==> src/rtl/divseq_pkg.sv <==
package divseq_pkg;

    typedef enum logic [1:0] {
        PH_IDLE  = 2'd0,
        PH_RUN   = 2'd1,
        PH_FINAL = 2'd2
    } phase_e;

endpackage

==> src/rtl/divseq_fsm.sv <==
module divseq_fsm
    import divseq_pkg::*;
#(
    parameter int ITERS = 8
) (
    input  logic clk,
    input  logic clr,
    input  logic req,
    output logic go_o,
    output logic busy_o,
    output logic final_o
);
    localparam int CW = (ITERS > 2) ? $clog2(ITERS) : 1;
    localparam logic [CW-1:0] LAST = CW'(ITERS - 1);

    typedef struct packed {
        phase_e         ph;
        logic [CW-1:0]  cnt;
    } seq_t;

    seq_t seq_d, seq_q;

    always_comb begin
        seq_d = seq_q;
        case (seq_q.ph)
            PH_IDLE: begin
                if (req) begin
                    seq_d.ph  = PH_RUN;
                    seq_d.cnt = '0;
                end
            end
            PH_RUN: begin
                if (seq_q.cnt == LAST) begin
                    seq_d.ph  = PH_FINAL;
                    seq_d.cnt = '0;
                end else begin
                    seq_d.cnt = seq_q.cnt + CW'(1);
                end
            end
            PH_FINAL: begin
                if (!req) seq_d.ph = PH_IDLE;
            end
            default: seq_d.ph = PH_IDLE;
        endcase
        if (clr) begin
            seq_d.ph  = PH_IDLE;
            seq_d.cnt = '0;
        end
    end

    always_ff @(posedge clk) begin
        seq_q <= seq_d;
    end

    assign go_o    = (seq_q.ph == PH_RUN) && (seq_q.cnt == '0);
    assign busy_o  = (seq_q.ph != PH_IDLE);
    assign final_o = (seq_q.ph == PH_FINAL);


    a_r1_idle_stays: assert property (@(posedge clk) disable iff (clr)
        (seq_q.ph == PH_IDLE && !req) |=> (seq_q.ph == PH_IDLE));

    a_r2_go_follows_req: assert property (@(posedge clk) disable iff (clr)
        (seq_q.ph == PH_IDLE && req) |=> go_o);
    a_r2_go_single: assert property (@(posedge clk) disable iff (clr)
        go_o |=> !go_o);

    a_r5_run_advances: assert property (@(posedge clk) disable iff (clr)
        (seq_q.ph == PH_RUN && seq_q.cnt != LAST) |=>
        (seq_q.ph == PH_RUN && seq_q.cnt == $past(seq_q.cnt) + CW'(1)));

    a_r3_run_to_final: assert property (@(posedge clk) disable iff (clr)
        (seq_q.ph == PH_RUN && seq_q.cnt == LAST) |=> final_o);

    a_r6_final_waits: assert property (@(posedge clk) disable iff (clr)
        (final_o && req) |=> final_o);
    a_r6_final_exit: assert property (@(posedge clk) disable iff (clr)
        (final_o && !req) |=> (seq_q.ph == PH_IDLE));

    a_r7_clear_idle: assert property (@(posedge clk)
        clr |=> (seq_q.ph == PH_IDLE));

endmodule

==> src/rtl/divseq_negcap.sv <==
module divseq_negcap (
    input  logic clk,
    input  logic clr,
    input  logic flag_i,
    output logic cancel_o
);
    logic cancel_d, cancel_q;

    always_comb begin
        cancel_d = clr ? 1'b0 : flag_i;
    end

    always_ff @(negedge clk) begin
        cancel_q <= cancel_d;
    end

    assign cancel_o = cancel_q;


    a_r7_cancel_clear: assert property (@(negedge clk)
        clr |=> !cancel_q);

endmodule

==> src/rtl/divseq_ctrl.sv <==
module divseq_ctrl #(
    parameter int ITERS = 8
) (
    input  logic clk,
    input  logic hard_clr,
    input  logic div_req,
    output logic go_pulse,
    output logic run_hold
);
    logic busy, fin, cancel;

    divseq_fsm #(.ITERS(ITERS)) u_fsm (
        .clk    (clk),
        .clr    (hard_clr),
        .req    (div_req),
        .go_o   (go_pulse),
        .busy_o (busy),
        .final_o(fin)
    );

    divseq_negcap u_cap (
        .clk     (clk),
        .clr     (hard_clr),
        .flag_i  (fin),
        .cancel_o(cancel)
    );

    assign run_hold = busy & ~cancel;


    a_r4_hold_with_go: assert property (@(posedge clk) disable iff (hard_clr)
        go_pulse |-> run_hold);

    a_r6_final_masked: assert property (@(posedge clk) disable iff (hard_clr)
        fin |-> !run_hold);

endmodule

==> config.mk <==
export PLATFORM = sky130hd
export DESIGN_NAME = divseq_ctrl
export DESIGN_NICKNAME = d
export VERILOG_FILES = /design/src/rtl/divseq_pkg.sv /design/src/rtl/divseq_fsm.sv /design/src/rtl/divseq_negcap.sv /design/src/rtl/divseq_ctrl.sv
export SDC_FILE = /design/constraint.sdc
export NUM_CORES = 1
export LEC_CHECK = 0
export ABC_AREA = 1
export BUFFER_PORTS_ARGS = -buffer_cell sky130_fd_sc_hd__buf_2
export CAP_MARGIN = 30
export CELL_PAD_IN_SITES_DETAIL_PLACEMENT = 0
export CELL_PAD_IN_SITES_GLOBAL_PLACEMENT = 2
export CORE_AREA = 5 5 42 44
export DETAILED_ROUTE_END_ITERATION = 10
export DIE_AREA = 0 0 47 49
export PLACE_DENSITY = 0.67
export SYNTH_ARGS = -nofsm -noshare
export SYNTH_HDL_FRONTEND = slang
export SYNTH_HIERARCHICAL = 1
export SYNTH_SLANG_ARGS = --single-unit
==> constraint.sdc <==
create_clock -name clk -period 2.9 [get_ports clk]
set_input_delay 0.58 -clock clk [delete_from_list [all_inputs] [get_ports clk]]
set_output_delay 0.58 -clock clk [all_outputs]
set_load 0.005 [all_outputs]
==> run summary <==
Via count of the first global-routing pass = 240
# resized after CTS = 0
Critical R2R Capture = u_cap/cancel_o
Flip-flop cell with the highest count after synthesis = dfxtp_1
Internal reg-to-reg setup slack = 810 ps
H-tree Lvls = 1
Aggregate global routing overflow = 0
Post-Synth Simple-Gate Area = 26.0%
Sort of element at the start of the critical path = flop
Clock Latency Late Sink = 290 ps
Syn_area_per_cell = 7.21 um^2
Routed Antenna Nets = 0
Total clock sinks = 6
Worst supply voltage drop on vdd = 177 uV
Share of power burned in the clock network = 46.0%
Hold_sp = u_fsm/seq_q[1]
Power share of the sequential group = 44.7%
Launching point of the worst reg2reg path = u_fsm/seq_q[4]
First-pass detailed-route iteration total = 4
Fraction of layout cells with a size suffix above 1 = 22.0%
Hold WC Path Type = reg2reg
Buffers inserted during post-CTS setup optimization = 0
Capturing element type of the critical path = output port
Core ar. = 1400 um^2
Initial detailed-routing violation count = 4
Number of synthesized flops with an enable pin = 0
Unique masters post-synth = 11
Crit. Startpoint = u_cap/cancel_o
Int Power = 0.147 mW
Clock tree from TritonCTS = done
Post-synthesis compound-gate area fraction = 10.7%
Biggest area contributors in the synthesized netlist = dfxtp_1, ha_1, inv_1, nand2_1, a21oi_1
Count of standard-cell rows = 14
Starting Density = 21.6%
Layout-stage area growth over the synthesis result = 21.9%
Fin util = 26.3%
Reg clk slew, reported paths = 50 ps
Max-slew violation total from the final report = 0
Y dimension of the die = 49 um
Final setup TNS = 0 ps
IO Count = 5
Via-per-instance ratio = 3.83
Number of hold violations in the final report = 0
Die Footprint = 2300 um^2
Share of cell area taken by muxes after synthesis = 0%
Number of setup violations in the final report = 0
First-pass GRT wire length = 1090 um
Kind of critical path = reg2out
Cts bufs inserted = 3
Clock Root Buffer = clkbuf_4
Worst setup skew after layout = 54.5 ps
Area share of the largest cell type after synthesis = 39.7%
Maxcap violations = 0
Setup repair after global routing missed its margin = false
Final wirelength = 558 um
Pin count of the biggest net entering global routing = 7
Net count of the mapped netlist = 48
Routed len/inst = 8.45 um
Longest Clk Path Bufs = 2
Critical Path, Cell by Cell = nor2_2 -> buf_2
Power density over the cells = 532 nW/um^2
HPWL after DPL = 415 um
Library cell with the highest instance count after synthesis = inv_1
Total DRC errors in the routed layout = 0
Worst slew slack as a fraction of its limit = 88.9%
Critical Path Fanout Max = 1
End point of the critical path = run_hold
Library cell occupying the most area in the post-synthesis netlist = dfxtp_1
Number of cells on the worst reg-to-reg path = 4
DIE WIDTH = 47 um
Synth cell count leaders = inv_1, nand2_1, dfxtp_1, a21oi_1, nor2_1
Synth Instances = 42
Register bit total from synthesis = 6
Leakage power of the design = 0.177 nW
Maximum cell stage delay along the critical path = 290 ps
Worst Path Required = 2320 ps
Global-route usage over all layers = 7.05%
Hold bufs inserted after CTS = 0
Total via count after detailed routing = 253
Net switching fraction of the power = 25.2%
Sequential share of the synthesized area = 39.7%
Synth Area in XOR/XNOR = 0%
Result of the run = complete, no violations
Diodes inserted = 0
Area of the mapped netlist = 303 um^2
Buffers added on ports = 4
Adder-cell share of the synthesized area = 12.4%
Arrival time of the worst setup path = 2220 ps
Initial antenna violation count = 0
Async S/R FF share, synth = 0%
Weighted congestion at the end of routability-driven global placement = 0.682
Net switching component of the power = 0.0494 mW
Synthesis warning total = 6
Count of nets after finishing = 57
Dominant combinational cell family by area after synthesis = simple AND/OR/NAND/NOR gates
Worst Tran Pin Value = 166 ps
Cell at the slowest stage of the critical path = dfxtp_1
Logic gate share of total power = 9.3%
worst max-delay path: cells and delay by family (launching register included):
family	cells	cell delay, ps
simple gates	1	80
flops	1	290
buf+inv	1	110
metal layers:
| metal | up-vias | wire [um] | global-route usage (%) | share of wire [%] |
|---|---|---|---|---|
| met5 | - | 0 | 0 | 0 |
| met4 | 0 | 0 | 5.53 | 0 |
| met3 | 0 | 26 | 4.43 | 4.7 |
| met2 | 4 | 255 | 7.47 | 46 |
| met1 | 104 | 276 | 9.47 | 49 |
| li1 | 145 | - | - | - |
worst min-delay path by stage:
| stage | depth (start not counted) | to |
|---|---|---|
| after floorplan | 2 | u_fsm/seq_q[1] |
| after global routing | 2 | u_fsm/seq_q[1] |
| after global placement | 2 | u_fsm/seq_q[1] |
| after detailed placement | 2 | u_fsm/seq_q[1] |
| final | 2 | u_fsm/seq_q[1] |
| after CTS | 2 | u_fsm/seq_q[1] |
metrics by stage:
| stage | worst slack (ps) | area (um^2) | cells | power, mW | hold slack [ps] |
|---|---|---|---|---|---|
| 3_5_place_dp | 395 | 343 | 62 | 0.112 | 499 |
| 2_1_floorplan | 485 | 303 | 42 | 0.105 | 468 |
| 5_1_grt | 19.2 | 369 | 66 | 0.219 | 556 |
| 3_3_place_gp | 400 | 343 | 62 | 0.113 | 499 |
| 6_report | 96.5 | 369 | 66 | 0.196 | 505 |
| 4_1_cts | 79.2 | 369 | 66 | 0.201 | 506 |
cells in the final DEF (no fill, tap or decap), drive strengths merged:
cell type,netlist,final
buf,0,4
dfxtp,6,6
ha,3,3
nand2,8,8
inv,9,9
a21boi,1,1
nand3,3,3
a21oi,5,5
clkbuf,0,4
nor2,7,7
registers in the layout (all words and copies together), names as in the netlist:
signal / flops
u_fsm/seq_q: 5
u_cap/cancel_o: 1
layout make-up:
type                            instances  area, um^2
Clock buffer                            4        26.3
Clock inverter                          1        3.75
Fill cell                             177        1030
Inverter                                8        30.0
Multi-Input combinational cell         27         149
Sequential cell                         6         120
Tap cell                               16        20.0
Timing Repair Buffer                    4        20.0
cells by family after synthesis:
family / Yosys count
AOI/OAI and AO/OA: 6
adders and majority gates: 3
buffers and inverters: 9
DFF: 6
and+or+nand+nor: 18
power groups by stage:
stage / Clock [mW] / Sequential, mW / Combinational, mW
after floorplan: 0.00432 / 0.0887 / 0.0118
after global placement: 0.00432 / 0.0894 / 0.0188
after detailed placement: 0.00432 / 0.0893 / 0.0186
after CTS: 0.0949 / 0.0877 / 0.0187
after global routing: 0.108 / 0.0882 / 0.0225
final: 0.0904 / 0.0877 / 0.0183
(Power assumes the default switching activity.)
